## config.mk

```make
export PLATFORM = sky130hd
export DESIGN_NAME = dma_csr_bank
export DESIGN_NICKNAME = d
export VERILOG_FILES = /design/src/rtl/dmacsr_pkg.sv /design/src/rtl/dmacsr_timing_set.sv /design/src/rtl/dmacsr_launch.sv /design/src/rtl/dma_csr_bank.sv
export SDC_FILE = /design/constraint.sdc
export NUM_CORES = 1
export LEC_CHECK = 0
export ABC_AREA = 0
export CAP_MARGIN = 20
export CORE_ASPECT_RATIO = 1.2
export CORE_MARGIN = 5
export CORE_UTILIZATION = 25
export CTS_CLUSTER_SIZE = 30
export DETAILED_ROUTE_END_ITERATION = 12
export DONT_BUFFER_PORTS = 1
export GPL_ROUTABILITY_DRIVEN = 0
export GPL_TIMING_DRIVEN = 0
export PLACE_DENSITY_LB_ADDON = 0.1
export SLEW_MARGIN = 40
export SYNTH_ARGS = -nofsm -noshare
export SYNTH_HDL_FRONTEND = slang
export SYNTH_HIERARCHICAL = 1
export SYNTH_SLANG_ARGS = --single-unit
```

## constraint.sdc

```tcl
create_clock -name clk -period 2.75 [get_ports clk]
set_input_delay 0.1375 -clock clk [delete_from_list [all_inputs] [get_ports clk]]
set_output_delay 0.1375 -clock clk [all_outputs]
set_load 0.05 [all_outputs]
```

## src/rtl/dmacsr_pkg.sv

```systemverilog
package dmacsr_pkg;
  localparam int DATA_W  = 32;
  localparam int LAT_W   = 8;
  localparam int PWD_W   = 8;
  localparam int PGS_W   = 4;
  localparam int RLS_W   = 2;
  localparam int TFLD_W  = 8;   // widest timing field
  localparam int NDOM    = 2;

  // word indices (byte offset >> 2)
  localparam int WI_MEM  = 0;
  localparam int WI_BUS  = 1;
  localparam int WI_RLEN = 2;
  localparam int WI_WLEN = 3;
  localparam int WI_STAT = 4;
  localparam int WI_TIM  = 5;   // first timing word of domain 1
  localparam int TIM_STRIDE = 4;

  // status bits on read
  localparam int SB_BUSY = 0;
  localparam int SB_IO   = 1;
  localparam int SB_ERR  = 2;
  localparam int SB_IRQ  = 3;
  // status bits on write
  localparam int SC_ABORT = 0;
  localparam int SC_CLEAR = 1;
endpackage

```

## src/rtl/dmacsr_timing_set.sv

```systemverilog
module dmacsr_timing_set
  import dmacsr_pkg::*;
(
  input  logic              clk,
  input  logic              rst,
  input  logic              wr_en,
  input  logic [1:0]        wr_sel,
  input  logic [1:0]        rd_sel,
  input  logic [TFLD_W-1:0] wdata,
  output logic [LAT_W-1:0]  lat,
  output logic [PWD_W-1:0]  pwd,
  output logic [PGS_W-1:0]  pgs,
  output logic [RLS_W-1:0]  rls,
  output logic [DATA_W-1:0] rval
);
  always_ff @(posedge clk) begin
    if (rst) begin
      lat <= '0;
      pwd <= '0;
      pgs <= '0;
      rls <= '0;
    end else if (wr_en) begin
      case (wr_sel)
        2'd0:    lat <= wdata[LAT_W-1:0];
        2'd1:    pwd <= wdata[PWD_W-1:0];
        2'd2:    pgs <= wdata[PGS_W-1:0];
        default: rls <= wdata[RLS_W-1:0];
      endcase
    end
  end

  always_comb begin
    case (rd_sel)
      2'd0:    rval = DATA_W'(lat);
      2'd1:    rval = DATA_W'(pwd);
      2'd2:    rval = DATA_W'(pgs);
      default: rval = DATA_W'(rls);
    endcase
  end
endmodule

```

## src/rtl/dmacsr_launch.sv

```systemverilog
module dmacsr_launch #(
  parameter int LEN_W = 24
) (
  input  logic             clk,
  input  logic             rst,
  input  logic             rlen_we,
  input  logic             wlen_we,
  input  logic [LEN_W-1:0] len_wdata,
  input  logic             cmd_abort,
  input  logic             cmd_clear,
  input  logic             eng_done,
  input  logic             eng_error,
  output logic [LEN_W-1:0] rlen,
  output logic [LEN_W-1:0] wlen,
  output logic             dir,
  output logic             start,
  output logic             abort,
  output logic             busy,
  output logic             err,
  output logic             irq
);
  logic launch;
  assign launch = !busy && (rlen_we || wlen_we);

  always_ff @(posedge clk) begin
    if (rst) begin
      rlen  <= '0;
      wlen  <= '0;
      dir   <= 1'b0;
      start <= 1'b0;
      abort <= 1'b0;
      busy  <= 1'b0;
      err   <= 1'b0;
      irq   <= 1'b0;
    end else begin
      start <= launch;
      abort <= cmd_abort;
      if (cmd_abort) begin
        busy <= 1'b0;
        err  <= 1'b0;
      end else begin
        if (eng_done)  busy <= 1'b0;
        if (eng_error) err  <= 1'b1;
      end
      if (launch) begin
        busy <= 1'b1;
        dir  <= wlen_we;
        if (wlen_we) wlen <= len_wdata;
        else         rlen <= len_wdata;
      end
      if (eng_done)       irq <= 1'b1;
      else if (cmd_clear) irq <= 1'b0;
    end
  end
endmodule

```

## src/rtl/dma_csr_bank.sv

```systemverilog
module dma_csr_bank
  import dmacsr_pkg::*;
#(
  parameter int ADDR_W = 8,
  parameter int MEM_AW = 24,
  parameter int LEN_W  = 24
) (
  input  logic              clk,
  input  logic              rst,
  input  logic              reg_we,
  input  logic [ADDR_W-1:0] reg_addr,
  input  logic [31:0]       reg_wdata,
  output logic [31:0]       reg_rdata,
  output logic              eng_start,
  output logic              eng_dir,
  output logic [MEM_AW-1:0] eng_mem_addr,
  output logic [31:0]       eng_bus_addr,
  output logic [LEN_W-1:0]  eng_len,
  output logic              eng_abort,
  input  logic              eng_done,
  input  logic              eng_error,
  input  logic              eng_io_busy,
  output logic              irq,
  output logic [7:0]        d1_lat,
  output logic [7:0]        d1_pwd,
  output logic [3:0]        d1_pgs,
  output logic [1:0]        d1_rls,
  output logic [7:0]        d2_lat,
  output logic [7:0]        d2_pwd,
  output logic [3:0]        d2_pgs,
  output logic [1:0]        d2_rls
);
  localparam int WORD_W = ADDR_W - 2;

  logic [WORD_W-1:0] word;
  logic              unused_addr_lsb;
  assign word = reg_addr[ADDR_W-1:2];
  assign unused_addr_lsb = ^reg_addr[1:0];

  // address registers
  logic [MEM_AW-1:0] mem_addr_q;
  logic [31:0]       bus_addr_q;

  always_ff @(posedge clk) begin
    if (rst) begin
      mem_addr_q <= '0;
      bus_addr_q <= '0;
    end else if (reg_we) begin
      if (word == WORD_W'(WI_MEM)) mem_addr_q <= reg_wdata[MEM_AW-1:0];
      if (word == WORD_W'(WI_BUS)) bus_addr_q <= reg_wdata;
    end
  end

  // launch, status and interrupt
  logic             stat_wr;
  logic [LEN_W-1:0] rlen_q, wlen_q;
  logic             dma_busy, dma_err;

  assign stat_wr = reg_we && (word == WORD_W'(WI_STAT));

  dmacsr_launch #(.LEN_W(LEN_W)) u_launch (
    .clk       (clk),
    .rst       (rst),
    .rlen_we   (reg_we && (word == WORD_W'(WI_RLEN))),
    .wlen_we   (reg_we && (word == WORD_W'(WI_WLEN))),
    .len_wdata (reg_wdata[LEN_W-1:0]),
    .cmd_abort (stat_wr && reg_wdata[SC_ABORT]),
    .cmd_clear (stat_wr && reg_wdata[SC_CLEAR]),
    .eng_done  (eng_done),
    .eng_error (eng_error),
    .rlen      (rlen_q),
    .wlen      (wlen_q),
    .dir       (eng_dir),
    .start     (eng_start),
    .abort     (eng_abort),
    .busy      (dma_busy),
    .err       (dma_err),
    .irq       (irq)
  );

  // per-domain timing sets
  logic [LAT_W-1:0]  t_lat [NDOM];
  logic [PWD_W-1:0]  t_pwd [NDOM];
  logic [PGS_W-1:0]  t_pgs [NDOM];
  logic [RLS_W-1:0]  t_rls [NDOM];
  logic [DATA_W-1:0] t_rval[NDOM];
  logic [NDOM-1:0]   t_hit;

  for (genvar d = 0; d < NDOM; d++) begin : g_dom
    localparam logic [WORD_W-1:0] BASE = WORD_W'(WI_TIM + TIM_STRIDE * d);
    logic [WORD_W-1:0] off;
    assign off      = word - BASE;
    assign t_hit[d] = (word >= BASE) && (off[WORD_W-1:2] == '0);

    dmacsr_timing_set u_set (
      .clk    (clk),
      .rst    (rst),
      .wr_en  (reg_we && t_hit[d]),
      .wr_sel (off[1:0]),
      .rd_sel (off[1:0]),
      .wdata  (reg_wdata[TFLD_W-1:0]),
      .lat    (t_lat[d]),
      .pwd    (t_pwd[d]),
      .pgs    (t_pgs[d]),
      .rls    (t_rls[d]),
      .rval   (t_rval[d])
    );
  end

  // registered readback
  logic [31:0] rd_next;
  always_comb begin
    rd_next = '0;
    case (word)
      WORD_W'(WI_MEM):  rd_next = 32'(mem_addr_q);
      WORD_W'(WI_BUS):  rd_next = bus_addr_q;
      WORD_W'(WI_RLEN): rd_next = 32'(rlen_q);
      WORD_W'(WI_WLEN): rd_next = 32'(wlen_q);
      WORD_W'(WI_STAT): begin
        rd_next[SB_BUSY] = dma_busy;
        rd_next[SB_IO]   = eng_io_busy;
        rd_next[SB_ERR]  = dma_err;
        rd_next[SB_IRQ]  = irq;
      end
      default: begin
        for (int d = 0; d < NDOM; d++)
          if (t_hit[d]) rd_next = t_rval[d];
      end
    endcase
  end

  always_ff @(posedge clk) begin
    if (rst) reg_rdata <= '0;
    else     reg_rdata <= rd_next;
  end

  assign eng_mem_addr = mem_addr_q;
  assign eng_bus_addr = bus_addr_q;
  assign eng_len      = eng_dir ? wlen_q : rlen_q;

  assign d1_lat = t_lat[0];
  assign d1_pwd = t_pwd[0];
  assign d1_pgs = t_pgs[0];
  assign d1_rls = t_rls[0];
  assign d2_lat = t_lat[1];
  assign d2_pwd = t_pwd[1];
  assign d2_pgs = t_pgs[1];
  assign d2_rls = t_rls[1];
endmodule

```

==> results of run 1 <==
-- metrics by stage --
stage               cells  setup slack, ps  hold slack, ps
detailed placement   1475             -251             270
floorplan            1019              331             255
finish               1543              123            80.7
global route         1543             31.6             103
CTS                  1543             51.1            48.8
global placement     1475             -206             264
-- metal layers --
layer,routed length (µm),global-route usage
met1,14500,0.220
met5,0,0
met3,2350,0.0514
met2,16400,0.291
met4,447,0.0494
-- power groups by stage --
stage	clock network, W	registers [W]	logic, W
final	0.00250	0.00279	0.000382
after global routing	0.00268	0.00279	0.000416
after CTS	0.00259	0.00279	0.000386
after detailed placement	0	0.00286	0.000308
after global placement	0	0.00286	0.000308
after floorplan	0	0.00285	0.000228
-- layout make-up --
cell class / instances / area (µm²) / share of cell area
tap: 456 / 571 / 0.0556
sequential: 186 / 3720 / 0.363
inverter: 5 / 18.8 / 0.00183
timing repair buffer: 36 / 360 / 0.0351
multi-input combinational: 702 / 4260 / 0.415
clock inverter: 14 / 138 / 0.0134
clock buffer: 18 / 429 / 0.0418
buffer: 126 / 763 / 0.0744
-- tightest hold or removal path: stages --
cell and delay (ps):
nand2_1 160, nand2_1 120, a21oi_1 60
-- logic make-up (layout without fill, tap and decap cells) --
family          Yosys count  count (layout)  synth area share
flops                   186             186             0.434
simple gates            344             344             0.192
other cells               2              48          0.000875
buf+inv                 131             199            0.0908
fa+ha+maj                 4               4           0.00583
compound gates          221             221             0.168
mux                      85              85             0.108
-- registers in the layout, indices dropped and copies added, names as in the netlist, 8 cells and up --
signal / flops
eng_bus_addr: 32
g_dom.u_set/lat: 16
reg_rdata: 32
u_launch/rlen: 24
g_dom.u_set/pgs: 8
g_dom.u_set/pwd: 16
u_launch/wlen: 24
eng_mem_addr: 24
-- placed cells by master (no fill, tap or decap), types with 8 or more instances in the layout --
cell type	synthesis	layout
buf_6	8	8
buf_2	32	32
nand2_1	211	211
a22oi_1	40	40
clkbuf_1	35	34
buf_4	50	50
o21ai_0	21	21
dfxtp_1	186	186
o2bb2ai_1	8	8
a21oi_1	108	108
clkbuf_16	0	17
mux2i_1	57	57
mux2_2	24	24
nor2_1	20	20
dlygate4sd3_1	0	36
nand2b_1	61	61
conb_1	2	48
a221o_1	32	32
and2_1	9	9
-- path summary, 6_finish.rpt --
kind                                       from                             to  slack (ps)  cells after the start
hold / removal                           reg_we  eng_mem_addr[23]$_SDFFE_PP0P_          80                      3
hold reg to reg   u_launch/wlen[4]$_SDFFE_PP0P_  u_launch/wlen[4]$_SDFFE_PP0P_         470                      2
setup reg to reg   eng_mem_addr[2]$_SDFFE_PP0P_        reg_rdata[2]$_SDFF_PP0_         910                      5
setup / recovery      u_launch/dir$_SDFFE_PP0P_                     eng_len[4]         120                      3
-- repair_timing --
item	CTS	global route
cloned	0	0
hold endpoints to repair	151	0
buffers inserted	0	0
hold buffers	36	0
gates resized for setup	2	1
setup endpoints to repair	20	8
==> results.md, run 1 <==
- Critical path data arrival time: 2490 ps
- Initial DRC Count: 449
- Initial antenna violation count: 0
- Die width: around 180 µm
- Net Sw Power: between 0.0015 and 0.002 W
- Root Driver: clkbuf_16
- First-pass GRT wire length: ~48 mm
- # clock sinks: roughly 190
- Startpoint Class: flip-flop
- P_int: 0.00415 W
- Tot Pwr: between 0.005 and 0.006 W
- Vias post-DR: between 7000 and 8000
- Core ar.: roughly 0.034 mm²
- Port Buffers: 0
- Pwr dens: between 500 and 600 mW/mm²
- RSZ-0062 raised after global routing: no
- Final HPWL DP: approximately 24 mm
- DR vias/cell: 4.60
- Final worst-path cycle share: 0.955
- Synth Register Bits: between 150 and 200
- Critical path class: reg -> out
- Final setup violation count: 0
- Slew at the pin with the worst max-slew slack: ~730 ps
- Clock network fraction of total power: 0.441
- Total length of routed wires: about 34 mm
- Yosys warns: 6
- Number of buffers created by CTS: 17
- Sequential Power Share: 0.492
- Largest area contributor in the netlist: dfxtp_1
- GRT Total Usage: 0.175
- Grt ovf: 0
- Top-count cell post-synth: nand2_1
- CP max-delay cell: dfxtp_1
- LEAKAGE: a little under 4 nW
- Max-Cap Viols: 0
- CTS tree: done
- Ratio of cells with drive above 1 in the final layout: 0.150
- Mapped cell area: 0.00859 mm²
- Top_reg_cell synth: dfxtp_1
- Routed length per placed instance: about 22 µm
- Clk buf depth: 2
- Achievable frequency: about 380 MHz
- Logic pwr share: 0.067
- Vias in the first global route: around 7000
- Synth area leaders: dfxtp_1 (43%), nand2_1 (9.2%), mux2i_1 (6.6%)
- Fillers: about 3700
- Peak fanout along the critical path: 10
- Final core utilization: 0.302
- First drt pass iteration count: 5
- Slew Viols, Final: 0
- Core Rows: 74
- Max-slew headroom: 0.511
- Die height: 213 µm
- EDFF count, synth: 0
- # diodes: 0
- Post-synth top cells: nand2_1 (211), dfxtp_1 (186), a21oi_1 (108)
- Nets: 1124
- Sequential fraction of the synthesis area: 0.434
- Finished Cell Area: 0.0103 mm²
- DRC errors left: 0
- WP data required: 2610 ps
- Largest net degree at the start of global routing: 18
- Syn avg cell area: slightly below 9 µm²
- Initial core utilization: 0.253
- Tmin final: roughly 2600 ps
- Peak supply drop: around 330 µV
- Synth cell types: 47
- Setup TNS: 0 ps
- Buffer and inverter count on the worst path: 2
- Final hold vios: 0
- Die area: about 0.038 mm²
- H-tree level count: 4
- Area grow syn2layout: 19.6%
- Mapped Cells: between 900 and 1000
- Critical path's largest stage delay: between 700 and 800 ps
- CP Capture Type: output port
- FFs w/ async S/R, synth: 0
- Min-delay worst type: in -> reg
- Switching portion of total power: 0.269
- Top delay family on crit path: buffers and inverters
- Antenna-violating nets left: 0
- Clock transition at the registers of the reported paths: about 80 ps
- Worst Skew: between 15 and 20 ps
- Worst skew pair latency: 460 ps
- CP cell instances: clkbuf_1 > clkbuf_2 > mux2_2
- Status: completed
- Placed cell areas: around 0.0093 mm²
- Yosys top cell area share: 0.434
- I/O pin total: slightly above 200
No activity file was read; power rests on OpenSTA's default activity.
==> inputs of run 2 (changes only) <==
SYNTH_HIERARCHICAL = default   (was 1)
==> results.md, run 2 <==
- Initial antenna violation count: 0 (unchanged)
- Placed cell count: 1236 (was 1475)
- Clk buf depth: 2 (unchanged)
- Area grow syn2layout: 18.1% (was 19.6%)
- H-tree level count: 4 (unchanged)
- Max-Cap Viols: 0 (unchanged)
- Largest net degree at the start of global routing: 18 (unchanged)
- Synth Register Bits: 186 (unchanged)
- Post-synth top cells: dfxtp_1 (186), nand2_1 (116), mux2i_1 (70) (was nand2_1 (211), dfxtp_1 (186), a21oi_1 (108))
- Slew Viols, Final: 0 (unchanged)
- # diodes: 0 (unchanged)
- Critical path class: reg -> out (unchanged)
- # clock sinks: 186 (unchanged)
- Final HPWL DP: 22.9 mm (was 24.2 mm)
- EDFF count, synth: 0 (unchanged)
- Total length of routed wires: 31.5 mm (was 33.7 mm)
- Final worst-path cycle share: 0.939 (was 0.955)
- LEAKAGE: 3.30 nW (was 3.86 nW)
- Vias in the first global route: 6635 (was 6926)
- Commonest non-fill, non-tap cell in the layout: dfxtp_1 (was nand2_1)
- Critical path's largest stage delay: 700 ps (was 710 ps)
- Pwr dens: 585 mW/mm² (was 553 mW/mm²)
- I/O pin total: 206 (unchanged)
- Top-count cell post-synth: dfxtp_1 (was nand2_1)
- Yosys warns: 0 (was 6)
- Non-filler cells, final: 1303 (was 1543)
- Die width: 172 µm (was 179 µm)
- CTS tree: done (unchanged)
- GRT Total Usage: 0.179 (was 0.175)
- Top_reg_cell synth: dfxtp_1 (unchanged)
- Final hold vios: 0 (unchanged)
- Number of buffers created by CTS: 17 (unchanged)
- Initial DRC Count: 328 (was 449)
- Most frequent cells in the layout: dfxtp_1 (186), nand2_1 (116), mux2i_1 (70) (was nand2_1 (211), dfxtp_1 (186), a21oi_1 (108))
- Syn nets: between 800 and 900
- Routed length per placed instance: 24.2 µm (was 21.8 µm)
- Final setup violation count: 0 (unchanged)
- Startpoint Class: flip-flop (unchanged)
- Peak fanout along the critical path: 10 (unchanged)
- Fillers: 3355 (was 3666)
- Root Driver: clkbuf_16 (unchanged)
- First drt pass iteration count: 5 (unchanged)
- DR vias/cell: 4.89 (was 4.60)
- Mapped Cells: 835 (was 973)
- CP cell instances: clkbuf_1 > buf_2 > mux2_2 (was clkbuf_1 > clkbuf_2 > mux2_2)
- Status: completed (unchanged)
- Worst skew pair latency: 450 ps (was 460 ps)
- DRC errors left: 0 (unchanged)
- Slew at the pin with the worst max-slew slack: 885 ps (was 733 ps)
- Vias post-DR: 6373 (was 7091)
- Core ar.: 0.0313 mm² (was 0.0340 mm²)
- Critical path data arrival time: 2450 ps (was 2490 ps)
- Setup TNS: 0 ps (unchanged)
- WP data required: 2610 ps (about the same)
- Yosys top cell area share: 0.472 (was 0.434)
- Tmin final: 2580 ps (was 2630 ps)
- Core Rows: 71 (was 74)
- Synth area leaders: dfxtp_1 (47%), mux2i_1 (8.9%), nand2_1 (5.5%) (was dfxtp_1 (43%), nand2_1 (9.2%), mux2i_1 (6.6%))
- CP max-delay cell: dfxtp_1 (unchanged)
- Min-delay worst type: in -> reg (unchanged)
- Achievable frequency: 387 MHz (was 381 MHz)
- Port Buffers: 0 (unchanged)
- Die area: 0.0352 mm² (was 0.0382 mm²)
- Mapped cell area: 0.00789 mm² (was 0.00859 mm²)
- CP Capture Type: output port (unchanged)
- Ratio of cells with drive above 1 in the final layout: 0.140 (was 0.150)
- First-pass GRT wire length: 46.6 mm (was 48.4 mm)
- Grt ovf: 0 (unchanged)
- Sequential fraction of the synthesis area: 0.472 (was 0.434)
- Syn avg cell area: 9.45 µm² (was 8.82 µm²)
- Largest area contributor in the netlist: dfxtp_1 (unchanged)
- Nets: 935 (was 1124)
- Max-slew headroom: 0.405 (was 0.511)
- Initial core utilization: 0.252 (was 0.253)
- Die height: 205 µm (was 213 µm)
- Synth cell types: 57 (was 47)
- Antenna-violating nets left: 0 (unchanged)
- FFs w/ async S/R, synth: 0 (unchanged)
- Clock transition at the registers of the reported paths: 70 ps (was 80 ps)
- Peak supply drop: 298 µV (was 328 µV)
- Worst Skew: 12.4 ps (was 15.2 ps)
- RSZ-0062 raised after global routing: no (unchanged)
==> run 2: layout make-up <==
class                   instances  area [µm²]  share of cell area
multi-input cells             574        3850               0.413
flip-flops and latches        186        3720               0.400
repair buffers                 35         350              0.0376
plain buffers                  66         315              0.0338
clock buffers                  19         433              0.0465
well taps                     401         502              0.0538
inverters                       9        33.8             0.00363
clock inverters                13         113              0.0121
==> run 2: critical path: cells and delay by family (launching register included) <==
kind	cells	cell delay (ps)
flip-flops	1	700
buffers and inverters	2	780
multiplexers	1	520
==> run 2: repair_timing <==
action | 4_1_cts | 5_1_grt
setup endpoints to repair | 19 | 0
hold buffers | 35 | 0
buffers inserted | 0 | 0
hold endpoints to repair | 127 | 0
resized for setup | 2 | 0
==> run 2: stage by stage <==
stage	total power (W)	area (µm²)	utilization	hold slack, ps	setup WS (ps)
after floorplan	0.00297	7890	-	255	849
final	0.00545	9320	0.298	22.3	167
after detailed placement	0.00307	8410	0.269	274	219
after CTS	0.00556	9310	0.298	6.49	84.1
after global routing	0.00569	9320	0.298	20.9	65.4
after global placement	0.00307	8390	0.268	263	247
==> run 2: power breakdown <==
group / internal (W) / leakage (nW) / total (W) / switching (W)
clock network: 0.00119 / 0.262 / 0.00239 / 0.00120
logic: 0.000101 / 1.54 / 0.000314 / 0.000213
registers: 0.00270 / 1.50 / 0.00275 / 0.0000469
==> run 2: logic make-up after synthesis <==
kind of cell | share of synthesized area
multiplexers | 0.142
buffers and inverters | 0.0439
AND/OR/NAND/NOR | 0.184
AO/OA/AOI/OAI | 0.159
flip-flops | 0.472
==> run 2: final timing paths <==
| kind | from | end | slack (ps) | cells after the start |
|---|---|---|---|---|
| worst max register to register | u_launch.busy$_SDFFE_PP0P_ | u_launch.wlen[9]$_SDFFE_PP0P_ | 520 | 5 |
| worst min register to register | u_launch.err$_SDFFE_PP0P_ | u_launch.err$_SDFFE_PP0P_ | 500 | 2 |
| worst max-delay path | u_launch.dir$_SDFFE_PP0P_ | eng_len[14] | 170 | 3 |
| worst min-delay path | reg_addr[2] | u_launch.abort$_SDFF_PP0_ | 20 | 3 |
==> run 2: per-layer routing <==
metal	vias up	wire, µm	GRT usage
met2	195	15500	0.300
met4	0	556	0.0480
met1	3104	13000	0.215
met5	-	0	0
met3	22	2500	0.0654
li1	3052	-	-
==> inputs of run 3 (changes only) <==
CORE_MARGIN = default   (was 5)
==> results.md, run 3 (synthesis results as in run 2) <==
- H-tree level count: 4 (unchanged)
- Initial core utilization: 0.257 (was 0.252)
- Critical path class: reg -> out (unchanged)
- Vias in the first global route: 6491 (was 6635)
- RSZ-0062 raised after global routing: no (unchanged)
- Die area: 0.0323 mm² (was 0.0352 mm²)
- Routed length per placed instance: 23.7 µm (was 24.2 µm)
- Core Rows: 70 (was 71)
- DR vias/cell: 4.86 (was 4.89)
- Number of buffers created by CTS: 17 (unchanged)
- First-pass GRT wire length: 45.2 mm (was 46.6 mm)
- Buffer and inverter count on the worst path: 2 (unchanged)
- Startpoint Class: flip-flop (unchanged)
- Area grow syn2layout: 19.1% (was 18.1%)
- Nets: 937 (was 935)
- Die height: 197 µm (was 205 µm)
- Peak fanout along the critical path: 10 (unchanged)
- Slew at the pin with the worst max-slew slack: 855 ps (was 885 ps)
- Peak supply drop: 278 µV (was 298 µV)
- LEAKAGE: 3.34 nW (was 3.30 nW)
- Die width: 164 µm (was 172 µm)
- Fillers: 3284 (was 3355)
- Setup TNS: 0 ps (unchanged)
- Critical path data arrival time: 2320 ps (was 2450 ps)
- First drt pass iteration count: 5 (unchanged)
- GRT Total Usage: 0.194 (was 0.179)
- Final HPWL DP: 22.2 mm (was 22.9 mm)
- Tmin final: 2450 ps (was 2580 ps)
- Critical path's largest stage delay: 530 ps (was 700 ps)
- Antenna-violating nets left: 0 (unchanged)
- Final hold vios: 0 (unchanged)
- Achievable frequency: 408 MHz (was 387 MHz)
- Multi-input gate area: 0.00384 mm² (was 0.00385 mm²)
- Status: completed (unchanged)
- Clk buf depth: 2 (unchanged)
- Top delay family on crit path: buffers and inverters (unchanged)
- Postcts setup bufs: 0 (unchanged)
- # clock sinks: 186 (unchanged)
- Grt ovf: 0 (unchanged)
- Final worst-path cycle share: 0.892 (was 0.939)
- Worst Skew: 12.6 ps (was 12.4 ps)
- Total length of routed wires: 30.9 mm (was 31.5 mm)
- Commonest non-fill, non-tap cell in the layout: dfxtp_1 (unchanged)
- Port Buffers: 0 (unchanged)
- Ratio of cells with drive above 1 in the final layout: 0.140 (about the same)
- WP data required: 2610 ps (about the same)
- Final setup violation count: 0 (unchanged)
- CP max-delay cell: dfxtp_2 (was dfxtp_1)
- CP Capture Type: output port (unchanged)
- Core ar.: 0.0307 mm² (was 0.0313 mm²)
- Min-delay worst type: in -> reg (unchanged)
- I/O pin total: 206 (unchanged)
- Initial DRC Count: 323 (was 328)
- # diodes: 0 (unchanged)
- Max-slew headroom: 0.429 (was 0.405)
- CP cell instances: clkbuf_1 > buf_2 > mux2_2 (unchanged)
- Pwr dens: 611 mW/mm² (was 585 mW/mm²)
- DRC errors left: 0 (unchanged)
- Worst skew pair latency: 450 ps (about the same)
- Most frequent cells in the layout: dfxtp_1 (185), nand2_1 (116), mux2i_1 (70) (was dfxtp_1 (186), nand2_1 (116), mux2i_1 (70))
- Min Hold Slack: 6.86 ps (was 22.3 ps)
- FF/Latch Area: 0.00372 mm² (about the same)
- Slew Viols, Final: 0 (unchanged)
- Vias post-DR: 6313 (was 6373)
- Max-Cap Viols: 0 (unchanged)
- Initial antenna violation count: 0 (unchanged)
- Root Driver: clkbuf_16 (unchanged)
- Clock transition at the registers of the reported paths: 70 ps (about the same)
- Largest net degree at the start of global routing: 17 (was 18)
- CTS tree: done (unchanged)
run 3: final timing paths:
path                               from                       endpoint  slack, ps  cells past startpoint
max           u_launch.dir$_SDFFE_PP0P_                    eng_len[14]        300                      3
min                         reg_addr[2]      u_launch.abort$_SDFF_PP0_          7                      3
max reg2reg  u_launch.busy$_SDFFE_PP0P_  u_launch.wlen[8]$_SDFFE_PP0P_        490                      5
min reg2reg   u_launch.err$_SDFFE_PP0P_      u_launch.err$_SDFFE_PP0P_        510                      2
run 3: worst reg2reg max path, stage by stage (launching register included):
cell	delay, ps
dfxtp_1	340
nor3b_1	580
nand4_1	530
buf_2	430
mux2i_1	210
nor2_1	50
run 3: final cells by class:
cell class                 instances  share of cell area
multi-input combinational        574               0.409
sequential                       186               0.396
tap                              396              0.0527
clock buffer                      20              0.0486
timing repair buffer              37              0.0394
buffer                            66              0.0335
clock inverter                    12              0.0172
inverter                           9             0.00359
run 3: routing by layer:
layer  global-route usage  vias to the layer above  routed length [µm]
met5                    0                        -                   0
met4               0.0528                        0                 357
met3               0.0646                       27                2300
met2                0.331                      169               15300
met1                0.230                     3050               12900
li1                     -                     3067                   -
run 3: power by group:
part	total, W	internal, W	switching [W]	leakage (nW)
logic	0.000315	0.000103	0.000212	1.55
clock network	0.00268	0.00149	0.00119	0.294
registers	0.00275	0.00270	0.0000470	1.50
run 3: repair_timing:
| item | in CTS | in global routing |
|---|---|---|
| endpoints found under the hold margin | 126 | 0 |
| pin swaps | 0 | 0 |
| resized for setup | 2 | 1 |
| hold buffers | 37 | 0 |
| setup endpoints to repair | 19 | 12 |
run 3: metrics by stage:
step                setup WS (ps)  power, W  instances   util  cell area (µm²)
floorplan                     849   0.00297        835      -             7890
global placement              223   0.00307       1231  0.273             8390
detailed placement            245   0.00307       1231  0.273             8400
CTS                          33.3   0.00584       1300  0.306             9390
global route                  182   0.00595       1300  0.306             9400
finish                        297   0.00575       1300  0.306             9400
